[config.mk]
export PLATFORM = sky130hd
export DESIGN_NAME = negbr_ctl
export DESIGN_NICKNAME = d
export VERILOG_FILES = /design/src/rtl/negbr_pkg.sv /design/src/rtl/negbr_decode.sv /design/src/rtl/negbr_target.sv /design/src/rtl/negbr_seq.sv /design/src/rtl/negbr_ctl.sv
export SDC_FILE = /design/constraint.sdc
export NUM_CORES = 1
export LEC_CHECK = 0
export ABC_AREA = 0
export BUFFER_PORTS_ARGS = -buffer_cell sky130_fd_sc_hd__buf_2
export CORE_UTILIZATION = 50
export CTS_CLUSTER_SIZE = 10
export DETAILED_ROUTE_END_ITERATION = 10
export PLACE_DENSITY = 0.83
export SLEW_MARGIN = 0
export SYNTH_ARGS = -nofsm -noshare
export SYNTH_HDL_FRONTEND = slang
export SYNTH_HIERARCHICAL = 1
export SYNTH_SLANG_ARGS = --single-unit
[constraint.sdc]
create_clock -name clk_i -period 3.5 [get_ports clk_i]
set_clock_uncertainty 0.1 [all_clocks]
set_input_delay 0.175 -clock clk_i [delete_from_list [all_inputs] [get_ports clk_i]]
set_output_delay 0.175 -clock clk_i [all_outputs]
set_load 0.01 [all_outputs]
[src/rtl/negbr_pkg.sv]
package negbr_pkg;
  localparam int XLEN  = 32;
  localparam int IMM_W = 16;
  localparam int OP_W  = 6;
  localparam int CC_W  = 4;

  localparam logic [OP_W-1:0] OP_BRI_CC = 6'b101111;
  localparam logic [OP_W-1:0] OP_PFX    = 6'b101100;
  localparam logic [OP_W-1:0] OP_BR_R   = 6'b100110;
  localparam logic [OP_W-1:0] OP_BR_RC  = 6'b100111;
  localparam logic [OP_W-1:0] OP_BRI    = 6'b101110;
  localparam logic [CC_W-1:0] CC_LT     = 4'b0010;

  typedef struct packed {
    logic             is_br;
    logic             is_pfx;
    logic             slot_bad;
    logic             dly;
    logic [IMM_W-1:0] imm;
  } dec_t;
endpackage

[src/rtl/negbr_decode.sv]
module negbr_decode
  import negbr_pkg::*;
#(
  parameter int W = XLEN
) (
  input  logic [W-1:0] instr_i,
  output dec_t         dec_o
);
  localparam int OP_LSB = W - OP_W;
  localparam int D_BIT  = OP_LSB - 1;
  localparam int CC_LSB = D_BIT - CC_W;

  logic [OP_W-1:0] op;
  logic [CC_W-1:0] cc;

  assign op = instr_i[W-1:OP_LSB];
  assign cc = instr_i[D_BIT-1:CC_LSB];

  always_comb begin
    dec_o.is_br    = (op == OP_BRI_CC) && (cc == CC_LT);
    dec_o.is_pfx   = (op == OP_PFX);
    dec_o.slot_bad = (op == OP_PFX) || (op == OP_BR_R) || (op == OP_BR_RC) ||
                     (op == OP_BRI) || (op == OP_BRI_CC);
    dec_o.dly      = instr_i[D_BIT];
    dec_o.imm      = instr_i[IMM_W-1:0];
  end
endmodule

[src/rtl/negbr_target.sv]
module negbr_target
  import negbr_pkg::*;
#(
  parameter int W  = XLEN,
  parameter int IW = IMM_W
) (
  input  logic [W-1:0]  pc_i,
  input  logic [W-1:0]  ra_i,
  input  logic          is_br_i,
  input  logic [IW-1:0] imm_i,
  input  logic          pfx_vld_i,
  input  logic [IW-1:0] pfx_hi_i,
  output logic          taken_o,
  output logic [W-1:0]  tgt_o
);
  localparam int CAT_W = 2 * IW;

  logic [W-1:0] off_sext;
  logic [W-1:0] off_cat;
  logic [W-1:0] off;

  assign off_sext = {{(W-IW){imm_i[IW-1]}}, imm_i};

  generate
    if (W > CAT_W) begin : g_cat_wide
      assign off_cat = {{(W-CAT_W){pfx_hi_i[IW-1]}}, pfx_hi_i, imm_i};
    end else begin : g_cat_fit
      logic [CAT_W-1:0] cat;
      assign cat     = {pfx_hi_i, imm_i};
      assign off_cat = cat[W-1:0];
    end
  endgenerate

  assign off     = pfx_vld_i ? off_cat : off_sext;
  assign tgt_o   = pc_i + off;
  assign taken_o = is_br_i && ra_i[W-1];
endmodule

[src/rtl/negbr_seq.sv]
module negbr_seq
  import negbr_pkg::*;
#(
  parameter int W          = XLEN,
  parameter int IW         = IMM_W,
  parameter int LAT_SLOT   = 2,
  parameter int LAT_NOSLOT = 3
) (
  input  logic          clk_i,
  input  logic          rst_ni,
  input  logic          valid_i,
  input  logic [W-1:0]  pc_i,
  input  dec_t          dec_i,
  input  logic          taken_i,
  input  logic [W-1:0]  tgt_i,
  output logic          pfx_vld_o,
  output logic [IW-1:0] pfx_hi_o,
  output logic [W-1:0]  next_pc_o,
  output logic          squash_o,
  output logic          stall_o,
  output logic          illegal_o,
  output logic          irq_gate_o
);
  localparam int MAX_LAT = (LAT_NOSLOT > LAT_SLOT) ? LAT_NOSLOT : LAT_SLOT;
  localparam int CNT_W   = (MAX_LAT > 2) ? $clog2(MAX_LAT) : 1;
  localparam logic [CNT_W-1:0] STALL_SLOT   = CNT_W'(LAT_SLOT - 1);
  localparam logic [CNT_W-1:0] STALL_NOSLOT = CNT_W'(LAT_NOSLOT - 1);
  localparam logic [W-1:0]     PC_STEP      = W'(4);

  logic [CNT_W-1:0] stall_cnt;
  logic             slot_pend;
  logic [W-1:0]     slot_tgt;
  logic             consume;

  assign stall_o    = (stall_cnt != '0);
  assign consume    = valid_i && !stall_o;
  assign irq_gate_o = !slot_pend;

  always_ff @(posedge clk_i or negedge rst_ni) begin
    if (!rst_ni) begin
      stall_cnt <= '0;
      slot_pend <= 1'b0;
      slot_tgt  <= '0;
      pfx_vld_o <= 1'b0;
      pfx_hi_o  <= '0;
      next_pc_o <= '0;
      squash_o  <= 1'b0;
      illegal_o <= 1'b0;
    end else begin
      squash_o  <= 1'b0;
      illegal_o <= 1'b0;
      if (stall_o) begin
        stall_cnt <= stall_cnt - 1'b1;
      end else if (consume) begin
        pfx_vld_o <= 1'b0;
        if (slot_pend) begin
          // slot retires: redirect, never capture
          slot_pend <= 1'b0;
          next_pc_o <= slot_tgt;
          illegal_o <= dec_i.slot_bad;
        end else if (taken_i && dec_i.dly) begin
          slot_pend <= 1'b1;
          slot_tgt  <= tgt_i;
          next_pc_o <= pc_i + PC_STEP;
          stall_cnt <= STALL_SLOT;
        end else if (taken_i) begin
          next_pc_o <= tgt_i;
          squash_o  <= 1'b1;
          stall_cnt <= STALL_NOSLOT;
        end else begin
          next_pc_o <= pc_i + PC_STEP;
          if (dec_i.is_pfx) begin
            pfx_vld_o <= 1'b1;
            pfx_hi_o  <= dec_i.imm;
          end
        end
      end
    end
  end
endmodule

[src/rtl/negbr_ctl.sv]
module negbr_ctl
  import negbr_pkg::*;
#(
  parameter int W          = XLEN,
  parameter int IW         = IMM_W,
  parameter int LAT_SLOT   = 2,
  parameter int LAT_NOSLOT = 3
) (
  input  logic         clk_i,
  input  logic         rst_ni,
  input  logic         instr_valid_i,
  input  logic [W-1:0] instr_i,
  input  logic [W-1:0] pc_i,
  input  logic [W-1:0] ra_i,
  output logic [W-1:0] next_pc_o,
  output logic         squash_o,
  output logic         stall_o,
  output logic         illegal_slot_o,
  output logic         irq_gate_o
);
  dec_t          dec;
  logic          taken;
  logic [W-1:0]  tgt;
  logic          pfx_vld;
  logic [IW-1:0] pfx_hi;

  negbr_decode #(.W(W)) u_dec (
    .instr_i (instr_i),
    .dec_o   (dec)
  );

  negbr_target #(.W(W), .IW(IW)) u_tgt (
    .pc_i      (pc_i),
    .ra_i      (ra_i),
    .is_br_i   (dec.is_br),
    .imm_i     (dec.imm),
    .pfx_vld_i (pfx_vld),
    .pfx_hi_i  (pfx_hi),
    .taken_o   (taken),
    .tgt_o     (tgt)
  );

  negbr_seq #(
    .W(W), .IW(IW), .LAT_SLOT(LAT_SLOT), .LAT_NOSLOT(LAT_NOSLOT)
  ) u_seq (
    .clk_i      (clk_i),
    .rst_ni     (rst_ni),
    .valid_i    (instr_valid_i),
    .pc_i       (pc_i),
    .dec_i      (dec),
    .taken_i    (taken),
    .tgt_i      (tgt),
    .pfx_vld_o  (pfx_vld),
    .pfx_hi_o   (pfx_hi),
    .next_pc_o  (next_pc_o),
    .squash_o   (squash_o),
    .stall_o    (stall_o),
    .illegal_o  (illegal_slot_o),
    .irq_gate_o (irq_gate_o)
  );
endmodule

==> results.md, run 1 <==
* Slew headroom at 0.391
* Routed Antenna Nets at 0
* Post-CTS setup buffers at 0
* Crit end category: flip-flop
* Synthesized flop and latch total at 86
* Post-route cell area at 0.00712 mm²
* Leakage at 0.00334 µW
* Drt pass-1 iters at 6
* H-tree levels at 3
* Compound-Gate Fraction of Synth Area at 0.178
* Hold path startpoint: instr_i[4]
* Hold crit path type: input pin to flip-flop
* Largest net degree at the start of global routing at 70
* Outcome: complete, no violations
* CTS buffer count at 9
* Final HPWL DP at 12400 µm
* Req. time, crit path at 3.58 ns
* Yosys warns at 6
* Die Area at 0.0130 mm²
* Sink of the worst hold path: u_seq/pfx_hi_o[4]
* Xor/xnor share of the synthesized area at 0.0767
* Root Buffer Master: clkbuf_16
* Initial antenna violation count at 0
* RR Endpoint: u_seq/next_pc_o[29]
* Via density at 6.13
* Worst setup SP type: flip-flop
* Max Buffers Root-to-Sink at 2
* Placement Cell Area at 0.00674 mm²
* Synth-to-layout area growth at 13.3%
* Clock Sinks at 86
* Count leader, synth: nand2_1
* Vias in the first global route at 5314
* Pwr dens at 396 mW/mm²
* Cell taking the most area after synthesis: dfrtp_1
* Crit path kind: flip-flop to flip-flop
* Share of the synthesized area in the top cell type at 0.343
* Port buffer count at 98
* Fin crit share at 0.941
* Cells after Synth at 691
* Peak supply drop at 0.000232 V
* Achievable Freq at 304 MHz
* Final count of pins violating max slew at 0
* Post-synth EDFFs at 0
* Final Hold Vio Count at 0
* Cell types with the highest counts after synthesis: 98 x nand2_1, 86 x dfrtp_1, 64 x a21oi_1, 47 x mux2_2, 34 x and3_1
* First-pass GRT wire length at 26900 µm
* Initial Util at 0.519
* IO Pins at 135
* CTS tree: yes
* Number of DRC markers in iteration 0 at 529
* R2R Path Start: u_seq/pfx_vld_o
* Crit-path max FO at 5
* Clock-pin slew on the worst setup and hold paths at 0.07 ns
* Mapped Area at 0.00628 mm²
* Top cells by area, synth: dfrtp_1 34%, mux2_2 8.4%, ha_1 6.4%
* Post-synthesis cell type count at 68
* Final estimated routing congestion in global placement at 0.937
* # setup viols final at 0
* Layout cells sized above 1 at 0.255
* Post-Route WL at 16900 µm
* Clock latency reported for the late side of the worst-skew pair at 0.35 ns
* Tot GR Track Use at 0.267
* FFs w/ async S/R, synth at 1.00
* Syn_area_per_cell at 9.09 µm²
* Mux share of post-synthesis cell area at 0.0876
* Worst-Margin Slew at 0.914 ns
* Main combinational cell family by area after synthesis: simple AND/OR/NAND/NOR gates
* Die extent in x at 114 µm
* R2r setup slk at 0.21 ns
* Core Area at 0.0121 mm²
* Critical Path AT at 3.38 ns
* Hold Path Stages at 2
* Nets at 885
* RSZ-0062 raised after global routing: no
* Diode count at 0
* Max-cap violations at 0
* Grt ovf at 0
* FF-to-FF path depth at 13
* Final setup TNS at 0 ns
* DIE HEIGHT at 114 µm
* Synth Area in Simple Gates at 0.192
* Adder-cell share of the synthesized area at 0.0669
* # rows at 40
* Fin crit period at 3.29 ns
* Synth Flop Type: dfrtp_1
* DRC at 0
* DR WL/cell at 18.3 µm
* Vias at 5679
* Syn nets at 823
* Sequential area share after synthesis at 0.343
kinds of logic after synthesis:
logic type      after synthesis
compound gates              166
xor+xnor                     55
mux                          49
flops                        86
simple gates                234
buf+inv                      68
fa+ha+maj                    33
cell type report:
cell class              count  area, µm²
fillers                  1074       4990
multi-input cells         537       3800
flip-flops and latches     86       2150
repair buffers            110        591
clock buffers              10        239
well taps                 168        210
clock inverters             6       92.6
inverters                   9       33.8
timing repair:
action | 4_1_cts | 5_1_grt
setup endpoints to repair | 0 | 5
hold endpoints to repair | 70 | 0
resized for setup | 0 | 4
hold buffers | 3 | 0
registers in the layout (all words and copies together) (netlist names):
name             count
u_seq/next_pc_o     32
u_seq/slot_pend      1
u_seq/pfx_vld_o      1
u_seq/slot_tgt      32
u_seq/pfx_hi_o      16
u_seq/squash_o       1
u_seq/illegal_o      1
u_seq/stall_cnt      2
metal layers:
metal / share of wire / GRT usage
met2: 0.46 / 0.417
met5: 0 / 0
met4: 0.025 / 0.111
met3: 0.076 / 0.0397
met1: 0.44 / 0.371
cell usage in the layout, fill, tap and decap left out, types with 3 or more instances in the layout:
cell	count
buf_2	97
nand2_1	97
dfrtp_1	86
a21oi_1	64
mux2_2	47
and3_1	34
ha_1	32
xnor2_1	31
nor2_1	24
xor2_1	24
o21ai_0	22
nand4_1	18
o221ai_1	16
buf_4	10
nor3_1	10
nand3_1	10
clkbuf_16	9
inv_1	9
a21o_1	8
o21ai_1	8
nand2b_1	7
and2_1	7
o211ai_1	6
a221oi_1	5
nor2b_1	4
nor4_1	4
a311o_1	4
dlygate4sd3_1	3
and4_1	3
a211o_1	3
a211oi_2	3
o21a_1	3
worst max-delay path, stage by stage, from the launching register on:
cell and delay (ns):
dfrtp_1 0.39, nand2b_1 0.20, nand2_1 0.10, ha_1 0.37, a21o_1 0.18, a21o_1 0.16, a211o_1 0.34, a31oi_2 0.23
o21ai_1 0.15, a211o_1 0.28, and4_1 0.15, and3_1 0.16, a21oi_1 0.18, o221ai_1 0.14
worst max path at each step:
stage                                from                   to  slack, ns  cells after the start
final                     u_seq/pfx_vld_o  u_seq/next_pc_o[29]       0.21                     13
after global routing      u_seq/pfx_vld_o  u_seq/next_pc_o[27]       0.03                     13
after CTS                 u_seq/pfx_vld_o  u_seq/next_pc_o[27]       0.12                     14
after global placement    u_seq/pfx_vld_o  u_seq/next_pc_o[27]       0.25                     14
after detailed placement  u_seq/pfx_vld_o  u_seq/next_pc_o[27]       0.13                     14
after floorplan           u_seq/pfx_vld_o  u_seq/next_pc_o[30]        0.1                     16
per-stage QoR:
| stage | util | hold slack [ns] | total power, µW | instances | setup slack [ns] |
|---|---|---|---|---|---|
| after global placement | 0.556 | 0.250 | 1720 | 907 | 0.253 |
| final | 0.588 | 0.00549 | 2820 | 926 | 0.206 |
| after floorplan | - | -0.221 | 1530 | 691 | 0.0970 |
| after detailed placement | 0.556 | 0.253 | 1740 | 907 | 0.131 |
| after global routing | 0.588 | 0.00975 | 2930 | 926 | 0.0288 |
| after CTS | 0.586 | 0.00187 | 2810 | 926 | 0.118 |
where the power goes:
part           switching, µW  leakage, µW  internal [µW]  total [µW]
Sequential              33.3      0.00113           1050        1090
Combinational            392      0.00206            264         656
Clock                    424     0.000156            650        1070
Total                    849      0.00334           1970        2820
Note: power is estimated with default switching activity, not from simulation.
==> run 2, diff against run 1 <==
==> constraint.sdc (replaced) <==
create_clock -name clk_i -period 3.5 [get_ports clk_i]
set_clock_uncertainty 0.1 [all_clocks]
set_input_delay 0.35 -clock clk_i [delete_from_list [all_inputs] [get_ports clk_i]]
set_output_delay 0.35 -clock clk_i [all_outputs]
set_load 0.01 [all_outputs]
==> run 2 against run 1 <==
Non-clock buffer count increased by 2. Core utilization up 0.53 points. Clock-buffer cell count fell by 1. Maximum frequency fell by 1.3%. Critical path depth unchanged. Sequential power about the same. Routed wire length up 0.38%. Highest routed layer unchanged.
==> results.md, run 2 (synthesized netlist as in run 1, its figures left out) <==
* Req. time, crit path at 3.58 ns
* Die extent in x at 114 µm
* Final count of pins violating max slew at 0
* Final HPWL DP at 12400 µm
* Diode count at 0
* Initial Util at 0.519
* Worst setup SP type: flip-flop
* Largest net degree at the start of global routing at 77
* DR WL/cell at 18.3 µm
* Outcome: complete, no violations
* Hold crit path type: input pin to async pin
* Fin crit share at 0.953
* Clock Sinks at 86
* Core Area at 0.0121 mm²
* CP max stage cell: dfrtp_2
* Routed Antenna Nets at 0
* Setup crit end: u_seq/next_pc_o[29]
* Worst-Margin Slew at 0.956 ns
* H-tree levels at 3
* Critical path launch point: u_seq/pfx_vld_o
* Post-Route WL at 17000 µm
* Total Power at 3020 µW
* Crit path kind: flip-flop to flip-flop
* IO Pins at 135
* CTS tree: yes
* Synth-to-layout area growth at 14.3%
* Max incr delay on CP at 0.44 ns
* Max Buffers Root-to-Sink at 2
* Pwr dens at 421 mW/mm²
* Crit-path cells: nand2b_1 > nand2_1 > ha_1 > a21o_1 > a21o_1 > a211o_1 > a31oi_1 > o21ai_1 > a211o_1 > and4_1 > and3_1 > a21oi_1 > o221ai_1
* Peak supply drop at 0.000220 V
* Achievable Freq at 300 MHz
* Via density at 6.04
* Final estimated routing congestion in global placement at 0.965
* Vias at 5606
* Final Hold Vio Count at 0
* Number of DRC markers in iteration 0 at 548
* Port buffer count at 98
* Initial antenna violation count at 0
* Leakage at 0.00339 µW
* Layout cells sized above 1 at 0.261
* Tot GR Track Use at 0.273
* Crit-path max FO at 6
* Slew headroom at 0.363
* Die Area at 0.0130 mm²
* Crit end category: flip-flop
* Grt ovf at 0
* Root Buffer Master: clkbuf_16
* DRC at 0
* R2R Path Start: u_seq/pfx_vld_o
* Clock-pin slew on the worst setup and hold paths at 0.06 ns
* Fin crit period at 3.34 ns
* First-pass GRT wire length at 27400 µm
* R2r setup slk at 0.16 ns
* CTS buffer count at 9
* Final setup TNS at 0 ns
* Largest registers: u_seq/next_pc_o (32), u_seq/slot_tgt (32), u_seq/pfx_hi_o (16)
* # setup viols final at 0
* # rows at 40
* RR Endpoint: u_seq/next_pc_o[29]
* Nets at 887
* RSZ-0062 raised after global routing: no
* Commonest non-fill, non-tap cells in the layout: 97 x buf_2, 97 x nand2_1, 85 x dfrtp_1, 64 x a21oi_1, 47 x mux2_2
* Placement Cell Area at 0.00677 mm²
* Drt pass-1 iters at 8
* DIE HEIGHT at 114 µm
* Post-route cell area at 0.00718 mm²
* Clock latency reported for the late side of the worst-skew pair at 0.35 ns
* Critical Path AT at 3.41 ns
* FF-to-FF path depth at 13
* Max-cap violations at 0
* Hold Buf Count CTS at 0
* Vias in the first global route at 5357
## run 2: changes by cell type in the layout (fill, tap and decap cells not counted), sizes merged
cell / delta
buf: +5
bufinv: +3
dlygate4sd3: -3
clkinvlp: -2
clkbuf: -1
## run 2: cell type report
| type | instances | area [µm²] |
|---|---|---|
| Tap cell | 168 | 210 |
| Timing Repair Buffer | 112 | 598 |
| Fill cell | 1084 | 4930 |
| Sequential cell | 86 | 2150 |
| Multi-Input combinational cell | 537 | 3790 |
| Inverter | 9 | 33.8 |
| Clock buffer | 9 | 225 |
| Clock inverter | 7 | 168 |
## run 2: repair_timing
item / CTS / global route
gates resized for setup: 0 / 4
endpoints found under the setup margin: 0 / 7
endpoints found under the hold margin: 0 / 0
setup buffers: 0 / 0
## run 2: how the worst min path moves through the flow
stage / start / endpoint / slack (ns) / cells after the start
floorplan: rst_ni / u_seq/illegal_o / -0.05 / 0
global placement: u_seq/stall_cnt[0] / u_seq/stall_cnt[0] / 0.35 / 1
detailed placement: u_seq/stall_cnt[0] / u_seq/stall_cnt[0] / 0.35 / 1
CTS: rst_ni / u_seq/next_pc_o[1] / 0.1 / 1
global route: rst_ni / u_seq/slot_tgt[1] / 0.14 / 1
finish: rst_ni / u_seq/next_pc_o[1] / 0.05 / 1
## run 2: stage by stage
stage | hold slack, ns | utilization | setup slack, ns | instances
6_report | 0.0545 | 0.593 | 0.164 | 928
5_1_grt | 0.137 | 0.593 | 0.0164 | 928
4_1_cts | 0.0994 | 0.592 | 0.0582 | 928
2_1_floorplan | -0.0456 | - | 0.0970 | 691
3_3_place_gp | 0.348 | 0.559 | 0.169 | 912
3_5_place_dp | 0.347 | 0.559 | 0.114 | 912
## run 2: per-layer routing
metal / track usage / part of all wire / up-vias
met5: 0 / 0 / -
met4: 0.0926 / 0.021 / 0
met3: 0.0344 / 0.063 / 29
met2: 0.447 / 0.47 / 230
met1: 0.375 / 0.45 / 2710
li1: - / - / 2637
## run 2: critical path: cells and delay by family, from the launching register on
family / cells / cell delay [ns]
AO/OA/AOI/OAI: 8 / 1.67
adder cells (fa/ha/maj): 1 / 0.31
flip-flops: 1 / 0.44
AND/OR/NAND/NOR: 4 / 0.64
## run 2: report_power, final
part	leakage, µW	switching (µW)	internal, µW
clock network	0.000191	427	847
logic	0.00207	391	267
registers	0.00113	33.4	1050
==> run 3, diff against run 2 <==
ABC_CLOCK_PERIOD_IN_PS = 3500   (was not set)
BUFFER_PORTS_ARGS = -buffer_cell sky130_fd_sc_hd__buf_4   (was -buffer_cell sky130_fd_sc_hd__buf_2)
==> run 3 against run 2 <==
Critical path depth is the same. Highest routed layer unchanged. Hold slack better by 0.064 ns. First-iteration DRC count fell by 6.4%. Final cell count down 0.65%. Combinational power is 5.5% higher. Sequential cell count unchanged. Critical path type unchanged. Critical endpoint is now u_seq/next_pc_o[31]. Sequential power about the same. Sequential share of layout area is 0.39 points lower.
==> results.md, run 3 (synthesized netlist as in run 1, its figures left out) <==
* Outcome: complete, no violations
* Largest net degree at the start of global routing at 87
* Initial antenna violation count at 0
* Core Area at 0.0121 mm²
* Commonest non-fill, non-tap cells in the layout: 108 x buf_4, 97 x nand2_1, 86 x dfrtp_1, 63 x a21oi_1, 47 x mux2_2
* IO Pins at 135
* Achievable Freq at 302 MHz
* Routed Antenna Nets at 0
* Nets at 883
* # setup viols final at 0
* RSZ-0062 raised after global routing: no
* Fin crit share at 0.946
* Crit path kind: flip-flop to flip-flop
* Drt pass-1 iters at 6
* Crit end category: flip-flop
* Flop pwr share at 0.408
* Pre-CTS setup slack at 0.0688 ns
* Worst-Margin Slew at 1.08 ns
* Peak supply drop at 0.000175 V
* Logic pwr share at 0.260
* FF-to-FF path depth at 13
* DRC at 0
* Fin crit period at 3.31 ns
* Hold crit path type: input pin to async pin
* H-tree levels at 3
* Worst setup SP type: flip-flop
* DR WL/cell at 18.8 µm
* Clock Sinks at 86
* Grt ovf at 0
* Crit-path max FO at 6
* Layout cells sized above 1 at 0.255
* Vias at 5688
* Port buffer count at 98
* Internal at 1850 µW
* Clock-pin slew on the worst setup and hold paths at 0.06 ns
* Vias in the first global route at 5573
* R2R Path Start: u_seq/pfx_vld_o
* Critical Path AT at 3.45 ns
* Max Buffers Root-to-Sink at 2
* Root Buffer Master: clkbuf_16
* Final estimated routing congestion in global placement at 0.956
* Die Area at 0.0130 mm²
* Largest registers: u_seq/next_pc_o (32), u_seq/slot_tgt (32), u_seq/pfx_hi_o (16)
* Tot GR Track Use at 0.279
* Number of DRC markers in iteration 0 at 513
* Leading cell type in the layout, fill and taps excluded: buf_4
* Synth-to-layout area growth at 15.8%
* RR Endpoint: u_seq/next_pc_o[31]
* Via density at 6.17
* Final count of pins violating max slew at 0
* Final setup TNS at 0 ns
* CTS buffer count at 9
* DIE HEIGHT at 114 µm
* Die extent in x at 114 µm
* Final Hold Vio Count at 0
* Slew headroom at 0.279
* Clk network pwr share at 0.332
* Diode count at 0
* Final HPWL DP at 13000 µm
* Pwr dens at 367 mW/mm²
* Clock latency reported for the late side of the worst-skew pair at 0.34 ns
* # rows at 40
* Max-cap violations at 0
* Net Sw Frac at 0.307
* Fin worst setup slack at 0.189 ns
* Leakage at 0.00339 µW
* Hold Buf Count CTS at 0
* First-pass GRT wire length at 28200 µm
* Initial Util at 0.519
* Req. time, crit path at 3.64 ns
* R2r setup slk at 0.19 ns
* Post-Route WL at 17400 µm
* Psw at 822 µW
* CTS tree: yes
## run 3: worst max-delay path, cell delays in order (launching register included)
cell      delay (ns)
dfrtp_1         0.41
nand2b_1        0.18
nand2_1         0.11
ha_1            0.33
a21o_1          0.17
a21o_1          0.17
a211o_1         0.33
a311o_1         0.37
o21ai_2         0.21
o21ai_1         0.13
xnor2_1         0.26
and3_1          0.21
a21oi_1         0.05
o221ai_1        0.18
## run 3: layer usage
layer  vias to the layer above  GRT usage  wire length [µm]
li1                       2617          -                 -
met1                      2754      0.375              7560
met2                       272      0.455              8080
met3                        45     0.0402              1230
met4                         0      0.111               505
met5                         -          0                 0
## run 3: layout make-up
type                    instances  area [µm²]
clock buffers                  11         243
clock inverters                 3        21.3
fillers                      1048        4840
inverters                       9        33.8
multi-input cells             537        3800
flip-flops and latches         86        2150
well taps                     168         210
repair buffers                108         811
## run 3: worst max-delay path by stage
stage	start	end	slack, ns	cells past startpoint
4_1_cts	u_seq/pfx_vld_o	u_seq/next_pc_o[31]	0.14	13
3_5_place_dp	pc_i[0]	u_seq/next_pc_o[18]	0.07	13
6_report	u_seq/pfx_vld_o	u_seq/next_pc_o[31]	0.19	13
5_1_grt	u_seq/pfx_vld_o	u_seq/next_pc_o[27]	0.006	13
3_3_place_gp	pc_i[0]	u_seq/next_pc_o[26]	0.10	13
2_1_floorplan	u_seq/pfx_vld_o	u_seq/next_pc_o[30]	0.1	16
## run 3: power groups by stage
stage                     clock (µW)  combinational (µW)  sequential (µW)
final                            887                 694             1090
after detailed placement           0                 675             1110
after CTS                        894                 680             1090
after global routing             939                 755             1100
after global placement             0                 657             1110
after floorplan                    0                 412             1120
## run 3: what timing repair did
| item | in CTS | in global routing |
|---|---|---|
| setup endpoints to repair | 0 | 6 |
| hold endpoints to repair | 0 | 0 |
| setup buffers | 0 | 0 |
| resized for setup | 0 | 5 |
## run 3: per-stage QoR
| step | power, µW | std cells | area, µm² | hold WS (ns) | utilization |
|---|---|---|---|---|---|
| after floorplan | 1530 | 691 | 6280 | -0.0456 | - |
| after global placement | 1760 | 908 | 6990 | 0.341 | 0.577 |
| after detailed placement | 1780 | 908 | 6990 | 0.357 | 0.577 |
| after CTS | 2670 | 922 | 7250 | 0.156 | 0.599 |
| after global routing | 2790 | 922 | 7270 | 0.163 | 0.601 |
| final | 2670 | 922 | 7270 | 0.118 | 0.601 |
